[src/rtl/isa_rdy_pkg.sv]
package isa_rdy_pkg;
  typedef enum logic [1:0] {
    TGT_NONE = 2'd0,
    TGT_REG  = 2'd1,
    TGT_PORT = 2'd2
  } tgt_e;
endpackage

[src/rtl/isa_rdy_dec.sv]
module isa_rdy_dec
  import isa_rdy_pkg::*;
#(
  parameter int ADDR_W = 10,
  parameter int SEL_LO = 5,
  parameter logic [ADDR_W-SEL_LO-1:0] BASE_SEL = '1
) (
  input  logic [ADDR_W-1:0] addr,
  output tgt_e              tgt
);
  localparam int SEL_W = ADDR_W - SEL_LO;

  logic card_hit;

  always_comb begin
    card_hit = (addr[ADDR_W-1:SEL_LO] == BASE_SEL[SEL_W-1:0]);
    tgt      = TGT_NONE;
    if (card_hit) begin
      if (!addr[SEL_LO-1])
        tgt = TGT_REG;
      else if (!addr[SEL_LO-2])
        tgt = TGT_PORT;
    end
  end
endmodule

[src/rtl/isa_rdy_win.sv]
module isa_rdy_win (
  input  logic clk,
  input  logic rst_n,
  input  logic ale,
  input  logic bus_clk,
  output logic win_open
);
  logic win_q, win_d;
  logic bclk_q;
  logic bclk_rise;

  always_comb begin
    bclk_rise = bus_clk & ~bclk_q;
    win_open  = ale | (win_q & ~bclk_rise);
    win_d     = win_open;
  end

  always_ff @(posedge clk or negedge rst_n) begin
    if (!rst_n) begin
      win_q  <= 1'b0;
      bclk_q <= 1'b0;
    end else begin
      win_q  <= win_d;
      bclk_q <= bus_clk;
    end
  end
endmodule

[src/rtl/isa_rdy_gen.sv]
module isa_rdy_gen
  import isa_rdy_pkg::*;
(
  input  tgt_e tgt,
  input  logic io_cmd,
  input  logic mem_cmd,
  input  logic ack,
  input  logic req_eff,
  input  logic early_ok,
  output logic hold_n
);
  logic norm_term, early_term;

  always_comb begin
    norm_term  = io_cmd & (((tgt == TGT_REG) & ~ack) |
                           ((tgt == TGT_PORT) & ~req_eff));
    early_term = early_ok & ~mem_cmd & (tgt == TGT_PORT) & ~req_eff;
    hold_n     = norm_term | early_term;
  end
endmodule

[src/rtl/isa_rdy_ctrl.sv]
module isa_rdy_ctrl
  import isa_rdy_pkg::*;
#(
  parameter int ADDR_W = 10,
  parameter int SEL_LO = 5,
  parameter logic [ADDR_W-SEL_LO-1:0] BASE_SEL = 5'h18,
  parameter bit EARLY_SUPPORT = 1'b1
) (
  input  logic              clk,
  input  logic              rst_n,
  input  logic [ADDR_W-1:0] addr,
  input  logic              io_rd,
  input  logic              io_wr,
  input  logic              mem_rd,
  input  logic              mem_wr,
  input  logic              ale,
  input  logic              bus_clk,
  input  logic              wide_xfer,
  input  logic              early_en,
  input  logic              ctl_ack,
  input  logic              port_req,
  input  logic              port_req_oe,
  output logic              rdy_oe,
  output logic              rdy_o
);
  logic [1:0] rst_sync_q;
  logic       rst_core_n;
  tgt_e       tgt;
  logic       win_open;
  logic       early_ok;
  logic       req_eff;
  logic       drive_d, drive_q;

  always_ff @(posedge clk or negedge rst_n) begin
    if (!rst_n) rst_sync_q <= 2'b00;
    else        rst_sync_q <= {rst_sync_q[0], 1'b1};
  end
  assign rst_core_n = rst_sync_q[1];

  isa_rdy_dec #(.ADDR_W(ADDR_W), .SEL_LO(SEL_LO), .BASE_SEL(BASE_SEL)) u_dec (
    .addr (addr),
    .tgt  (tgt)
  );

  generate
    if (EARLY_SUPPORT) begin : g_early
      isa_rdy_win u_win (
        .clk      (clk),
        .rst_n    (rst_core_n),
        .ale      (ale),
        .bus_clk  (bus_clk),
        .win_open (win_open)
      );
    end else begin : g_no_early
      assign win_open = 1'b0;
    end
  endgenerate

  always_comb begin
    req_eff  = port_req | ~port_req_oe;
    early_ok = early_en & wide_xfer & win_open;
  end

  isa_rdy_gen u_gen (
    .tgt     (tgt),
    .io_cmd  (io_rd | io_wr),
    .mem_cmd (mem_rd | mem_wr),
    .ack     (ctl_ack),
    .req_eff (req_eff),
    .early_ok(early_ok),
    .hold_n  (drive_d)
  );

  always_ff @(posedge clk or negedge rst_core_n) begin
    if (!rst_core_n) drive_q <= 1'b0;
    else             drive_q <= drive_d;
  end

  assign rdy_oe = drive_q;
  assign rdy_o  = 1'b0;
endmodule

[config.mk]
export PLATFORM = sky130hd
export DESIGN_NAME = isa_rdy_ctrl
export DESIGN_NICKNAME = d
export VERILOG_FILES = /design/src/rtl/isa_rdy_pkg.sv /design/src/rtl/isa_rdy_dec.sv /design/src/rtl/isa_rdy_win.sv /design/src/rtl/isa_rdy_gen.sv /design/src/rtl/isa_rdy_ctrl.sv
export SDC_FILE = /design/constraint.sdc
export NUM_CORES = 1
export LEC_CHECK = 0
export BUFFER_PORTS_ARGS = -buffer_cell sky130_fd_sc_hd__buf_2
export CAP_MARGIN = 10
export CORE_AREA = 2 2 39 41
export DETAILED_ROUTE_END_ITERATION = 10
export DIE_AREA = 0 0 41 43
export HOLD_SLACK_MARGIN = 0.15
export PLACE_DENSITY = 0.46
export REMOVE_ABC_BUFFERS = 1
export SETUP_SLACK_MARGIN = 0.1
export SYNTH_ARGS = -nofsm -noshare
export SYNTH_HDL_FRONTEND = slang
export SYNTH_SLANG_ARGS = --single-unit
[constraint.sdc]
create_clock -name clk -period 0.8 [get_ports clk]
set_input_delay 0.16 -clock clk [delete_from_list [all_inputs] [get_ports clk]]
set_output_delay 0.16 -clock clk [all_outputs]
set_load 0.005 [all_outputs]
==> reports/metrics.json, run 1 <==
{
  "detailed_place.area_um2": 335.3,
  "final.period_utilization_pct": 114.5,
  "route.detailed.wl_per_inst_um": 7.393,
  "most-common-layout-cells": "sky130_fd_sc_hd__buf_2 (20), sky130_fd_sc_hd__dfrtp_1 (5), sky130_fd_sc_hd__nand2_1 (3), sky130_fd_sc_hd__clkbuf_4 (3), sky130_fd_sc_hd__conb_1 (2)",
  "maxCapViolCount": 0,
  "clk-insertion-delay-late_ns": 0.23,
  "cell_internal_pwr_mw": 0.5021,
  "core-area_um2": 1384,
  "grt_util_met3_pct": 3.665,
  "setup.worst_path.class": "register to register",
  "gpl.final_weighted_congestion": 0.6229,
  "share_seq_of_total_power_pct": 43.1,
  "critical_path.endpoint_type": "register",
  "comb_power_share_pct": 12.4,
  "final_common_cell": "sky130_fd_sc_hd__buf_2",
  "achievable-frequency_mhz": 1092,
  "postCtsSetupBuffers": 0,
  "place_ws_ns": -0.2419,
  "antenna_violations_before_repair": 0,
  "cts_sinks": 5,
  "yosys.area.top_type_share_pct": 58.14,
  "grt_util_met1_pct": 5.246,
  "worst_setup_start_kind": "register",
  "pin_count": 25,
  "share_of_cells_above_drive_strength_1_pct": 60.00,
  "area_growth_pct": 75.00,
  "grt_use_total_pct": 6.364,
  "power.share.clock_pct": 44.5,
  "path_clk_slew_ns": 0.04,
  "ys_seq_area_share_pct": 58.14,
  "number_of_antenna_repair_diodes": 0,
  "syn_area_um2": 215.2,
  "cts_hold_buf": 1,
  "detail_route.iter0.violations": 3,
  "power.total_mw": 0.6267,
  "final_design_area_no_fill_um2": 376.6,
  "route.detailed.vias_per_inst": 3.754,
  "worst_slack_ns": -0.1160,
  "fin_worst_skew_ns": 0.001909,
  "drtAntennaViolNets": 0,
  "grt.overflow.total": 0,
  "hold_viol": 0,
  "chipHeight_um": 43,
  "nets": 69,
  "synth_top_cell_by_area": "sky130_fd_sc_hd__dfrtp_1",
  "arrival_ns": 1.06,
  "total_negative_slack_for_setup_checks_ns": -0.1903,
  "holdCritPathClass": "register to asynchronous set/reset pin",
  "drt_first_pass_iters": 4,
  "syn-mean-instance-area_um2": 10.76,
  "unrepaired_setup_endpoints_after_global_routing": "yes",
  "routed-via-count": 229,
  "synth-seq-cells": 5,
  "switching_share_pct": 19.89,
  "remaining_drc_errors": 0,
  "grt_pass1_vias": 196,
  "required_ns": 0.94,
  "grt_busiest_layer": "met2",
  "root_buffer": "sky130_fd_sc_hd__clkbuf_4",
  "p_per_area_nw_per_um2": 1664,
  "die_area_um2": 1763,
  "cts_max_level": 1,
  "tritoncts.num_buffers": 3,
  "buffer_ports.inserted": 20,
  "dpl.hpwl_um": 412.5,
  "routed_wirelength_um": 451,
  "failed_checks": "setup timing",
  "finalMaxSlewViolations": 0,
  "power.static_leakage_nw": 0.1964,
  "wire_length_of_the_first_global_routing_pass_um": 662,
  "initial_core_utilization_pct": 15.55,
  "worst-path-max-fanout": 2,
  "final_period_minus_worst_setup_slack_ns": 0.9160,
  "synthTopCellsByArea": "sky130_fd_sc_hd__dfrtp_1 (58%), sky130_fd_sc_hd__a221oi_2 (7.0%), sky130_fd_sc_hd__nand2_1 (5.2%), sky130_fd_sc_hd__or4_4 (5.2%), sky130_fd_sc_hd__a21o_1 (3.5%)",
  "use_met2_pct": 8.750,
  "grt_start_max_net_pins": 4,
  "run_status": "finished, violations left",
  "yosysWarnings": 0,
  "cts_tree": "yes",
  "floorplan.die.width_um": 41,
  "synth.lib_cells_used.distinct": 13,
  "power_switching_mw": 0.1247,
  "synth_instances": 20,
  "placementRows": 14,
  "max-clock-path-buffers": 2,
  "count_of_endpoints_failing_setup_in_the_final_report": 2,
  "vdd_drop_max_mv": 0.6156,
  "finish.utilization_pct": 27.22
}
-- critical path, stage by stage, from the launching register on --
cell                       delay [ns]
sky130_fd_sc_hd__dfrtp_1         0.31
sky130_fd_sc_hd__nand2b_1        0.09
sky130_fd_sc_hd__a21o_1          0.14
sky130_fd_sc_hd__nand3_2         0.08
sky130_fd_sc_hd__a221oi_2        0.21
-- final cells by class --
type | count | area, µm²
Fill cell | 150 | 1007
Inverter | 1 | 3.754
Timing Repair Buffer | 22 | 117.6
Sequential cell | 5 | 125.1
Clock buffer | 4 | 26.28
Multi-Input combinational cell | 13 | 83.83
Tap cell | 16 | 20.02
-- power by group through the flow --
stage | clock (mW) | sequential [mW] | combinational (mW)
global route | 0.314 | 0.271 | 0.0876
floorplan | 0 | 0.273 | 0.0187
CTS | 0.297 | 0.270 | 0.0796
global placement | 0 | 0.274 | 0.0728
finish | 0.279 | 0.270 | 0.0776
detailed placement | 0 | 0.274 | 0.0741
-- metrics by stage --
stage,instances,hold WS (ns)
after floorplan,19,-0.1356
after global placement,56,-0.05161
after detailed placement,56,-0.05145
after CTS,61,0.04659
after global routing,61,0.05512
final,61,0.04126
-- cells by family (layout without fill, tap and decap cells) --
| kind of cell | count (synthesis) | count (layout) | synth area share [%] |
|---|---|---|---|
| simple gates | 8 | 8 | 19.76 |
| flops | 5 | 5 | 58.14 |
| compound gates | 3 | 3 | 13.37 |
| other cells | 2 | 2 | 3.490 |
| buf+inv | 2 | 27 | 5.232 |
-- final timing paths --
| check | end | startpoint | slack [ns] | depth (start not counted) |
|---|---|---|---|---|
| max in group asynchronous | rst_sync_q[1] | rst_n | 0.47 | 2 |
| worst max register to register | rdy_oe | g_early.u_win.bclk_q | -0.12 | 4 |
| worst min register to register | g_early.u_win.bclk_q | rst_sync_q[1] | 0.04 | 0 |
| worst max-delay path | rdy_oe | g_early.u_win.bclk_q | -0.12 | 4 |
| worst min-delay path | g_early.u_win.bclk_q | rst_sync_q[1] | 0.04 | 0 |
| min in group clk | g_early.u_win.bclk_q | bus_clk | 0.14 | 2 |
-- Yosys cell counts, drive strengths merged --
master  instances
a21o            1
a221oi          1
buf             1
conb            2
dfrtp           5
inv             1
nand2           3
nand2b          1
nand3           1
nor2            1
nor3            1
o22ai           1
or4             1
-- layer usage --
layer	vias up	wire (µm)
met5	-	0
met4	0	0
met3	0	83
met2	23	192
met1	91	175
li1	115	-
-- what timing repair did --
action / 4_1_cts / 5_1_grt
setup endpoints to repair: 3 / 3
pin swaps: 1 / 0
endpoints found under the hold margin: 7 / 5
gates resized for setup: 1 / 0
-- flip-flops by register name (all words and copies together), names as in the netlist --
register,cells
g_early.u_win.win_q,1
rdy_oe,1
rst_sync_q,2
g_early.u_win.bclk_q,1
No activity file was read; power rests on OpenSTA's default activity.
==> inputs of run 2 (changes only) <==
--- a/config.mk
+++ b/config.mk
@@ -7,11 +7,13 @@
 export LEC_CHECK = 0
 export BUFFER_PORTS_ARGS = -buffer_cell sky130_fd_sc_hd__buf_2
 export CAP_MARGIN = 10
+export CELL_PAD_IN_SITES_DETAIL_PLACEMENT = 0
+export CELL_PAD_IN_SITES_GLOBAL_PLACEMENT = 1
 export CORE_AREA = 2 2 39 41
 export DETAILED_ROUTE_END_ITERATION = 10
 export DIE_AREA = 0 0 41 43
 export HOLD_SLACK_MARGIN = 0.15
-export PLACE_DENSITY = 0.46
+export PLACE_DENSITY = 0.63
 export REMOVE_ABC_BUFFERS = 1
 export SETUP_SLACK_MARGIN = 0.1
 export SYNTH_ARGS = -nofsm -noshare
==> run 2 against run 1 <==
  * The flow still finishes with violations (setup timing)
  * Clock-buffer cell count stayed put
  * Combinational power is essentially flat
  * Final area increased by 0.66%
  * Register-to-register slack about the same
  * Non-clock buffer count is the same
  * Routed wire length stayed put
==> reports/metrics.json, run 2 (synthesis results as in run 1) <==
{
  "total_negative_slack_for_setup_checks_ns": -0.1650,
  "cts_hold_buf": 2,
  "route.detailed.vias_per_inst": 3.656,
  "buffer_ports.inserted": 20,
  "fin_hold_ws_ns": 0.03612,
  "detail_route.iter0.violations": 3,
  "final-instance-count-excl-fill": 61,
  "worst_slack_ns": -0.1032,
  "tritoncts.num_buffers": 3,
  "place_ws_ns": -0.2522,
  "number_of_antenna_repair_diodes": 0,
  "cts_tree": "yes",
  "power.total_mw": 0.6266,
  "fin_worst_skew_ns": 0.0002714,
  "count_of_endpoints_failing_setup_in_the_final_report": 2,
  "wire_length_of_the_first_global_routing_pass_um": 710,
  "maxCapViolCount": 0,
  "grt.overflow.total": 0,
  "regToRegSetupSlack_ns": -0.10,
  "failed_checks": "setup timing",
  "clk-insertion-delay-late_ns": 0.23,
  "critical_path.endpoint_type": "register",
  "path_clk_slew_ns": 0.04,
  "routed-via-count": 223,
  "cts_max_level": 1,
  "pin_count": 25,
  "grt_pass1_vias": 203,
  "die_area_um2": 1763,
  "place_inst": 55,
  "area_growth_pct": 76.16,
  "hold_viol": 0,
  "nets": 69,
  "r2r-start": "g_early.u_win.bclk_q",
  "finish.utilization_pct": 27.40,
  "critPathMaxStageDelay_ns": 0.31,
  "floorplan.die.width_um": 41,
  "critPathTopFamily": "compound AO/OA/AOI/OAI gates",
  "final_common_cell": "sky130_fd_sc_hd__buf_2",
  "required_ns": 0.94,
  "r2r-end": "rdy_oe",
  "routed_wirelength_um": 451,
  "r2r_cells": 4,
  "achievable-frequency_mhz": 1107,
  "fill_cells": 153,
  "core-area_um2": 1384,
  "cp.buffers_inverters": 0,
  "detailed_place.area_um2": 327.8,
  "largest_register_ffs": 2,
  "initial_core_utilization_pct": 15.55,
  "dpl.hpwl_um": 393.4,
  "chipHeight_um": 43,
  "worst_setup_start_kind": "register",
  "most-common-layout-cells": "sky130_fd_sc_hd__buf_2 (20), sky130_fd_sc_hd__dfrtp_1 (5), sky130_fd_sc_hd__nand2_1 (3), sky130_fd_sc_hd__clkbuf_4 (3)",
  "worstPathCellList": "nand2b_1, a21o_1, nand3_2, a221oi_2",
  "setup.worst_path.class": "register to register",
  "remaining_drc_errors": 0,
  "vdd_drop_max_mv": 0.4118,
  "final_design_area_no_fill_um2": 379.1,
  "root_buffer": "sky130_fd_sc_hd__clkbuf_4",
  "drtAntennaViolNets": 0,
  "arrival_ns": 1.05,
  "timing.critical_path.slowest_stage_cell": "sky130_fd_sc_hd__dfrtp_1",
  "final.period_utilization_pct": 112.9,
  "worst-path-max-fanout": 2,
  "power.static_leakage_nw": 0.1958,
  "finalMaxSlewViolations": 0,
  "grt_use_total_pct": 6.552,
  "holdCritPathClass": "register to asynchronous set/reset pin",
  "final_period_minus_worst_setup_slack_ns": 0.9032,
  "max-clock-path-buffers": 2,
  "unrepaired_setup_endpoints_after_global_routing": "yes",
  "placementRows": 14,
  "route.detailed.wl_per_inst_um": 7.393,
  "top_register": "rst_sync_q",
  "grt_start_max_net_pins": 4,
  "gpl.final_weighted_congestion": 0.5964,
  "antenna_violations_before_repair": 0,
  "run_status": "finished, violations left",
  "drt_first_pass_iters": 2,
  "p_per_area_nw_per_um2": 1653,
  "cts_sinks": 5,
  "share_of_cells_above_drive_strength_1_pct": 57.78
}
-- run 2: changes by cell type in the layout (fill, tap and decap cells not counted) --
cell | before | now
sky130_fd_sc_hd__buf_4 | 1 | 0
sky130_fd_sc_hd__dlygate4sd3_1 | 1 | 2
-- run 2: worst max path at each step --
stage,start,end,slack [ns],depth (start not counted)
after global routing,g_early.u_win.bclk_q,rdy_oe,-0.22,4
after detailed placement,addr[6],rdy_oe,-0.25,3
after CTS,g_early.u_win.bclk_q,rdy_oe,-0.12,4
after global placement,addr[6],rdy_oe,-0.24,3
after floorplan,addr[6],rdy_oe,-0.12,2
final,g_early.u_win.bclk_q,rdy_oe,-0.10,4
-- run 2: power breakdown --
| group | total [mW] | switching [mW] | internal (mW) | leakage, nW |
|---|---|---|---|---|
| combinational | 0.0775 | 0.0284 | 0.0491 | 0.122 |
| sequential | 0.270 | 0.00427 | 0.265 | 0.0589 |
| clock | 0.279 | 0.0917 | 0.188 | 0.0150 |
| total | 0.627 | 0.124 | 0.502 | 0.196 |
-- run 2: repair_timing --
| action | in CTS | in global routing |
|---|---|---|
| pin swaps | 1 | 0 |
| buffers inserted | 0 | 0 |
| hold endpoints to repair | 8 | 5 |
| gates resized for setup | 1 | 0 |
| setup endpoints to repair | 3 | 3 |
-- run 2: final cells by class --
class                           count  area, µm²  share of cell area, %
Sequential cell                     5      125.1                  33.00
Timing Repair Buffer               22      120.1                  31.68
Multi-Input combinational cell     13      83.83                  22.11
Clock buffer                        4      26.28                  6.931
Tap cell                           16      20.02                  5.281
Inverter                            1      3.754                 0.9901
-- run 2: layer usage --
layer	share of wire (%)	global-route usage (%)
met1	40	6.840
met2	45	8.125
met3	14	3.141
met4	0	8.000
met5	0	0
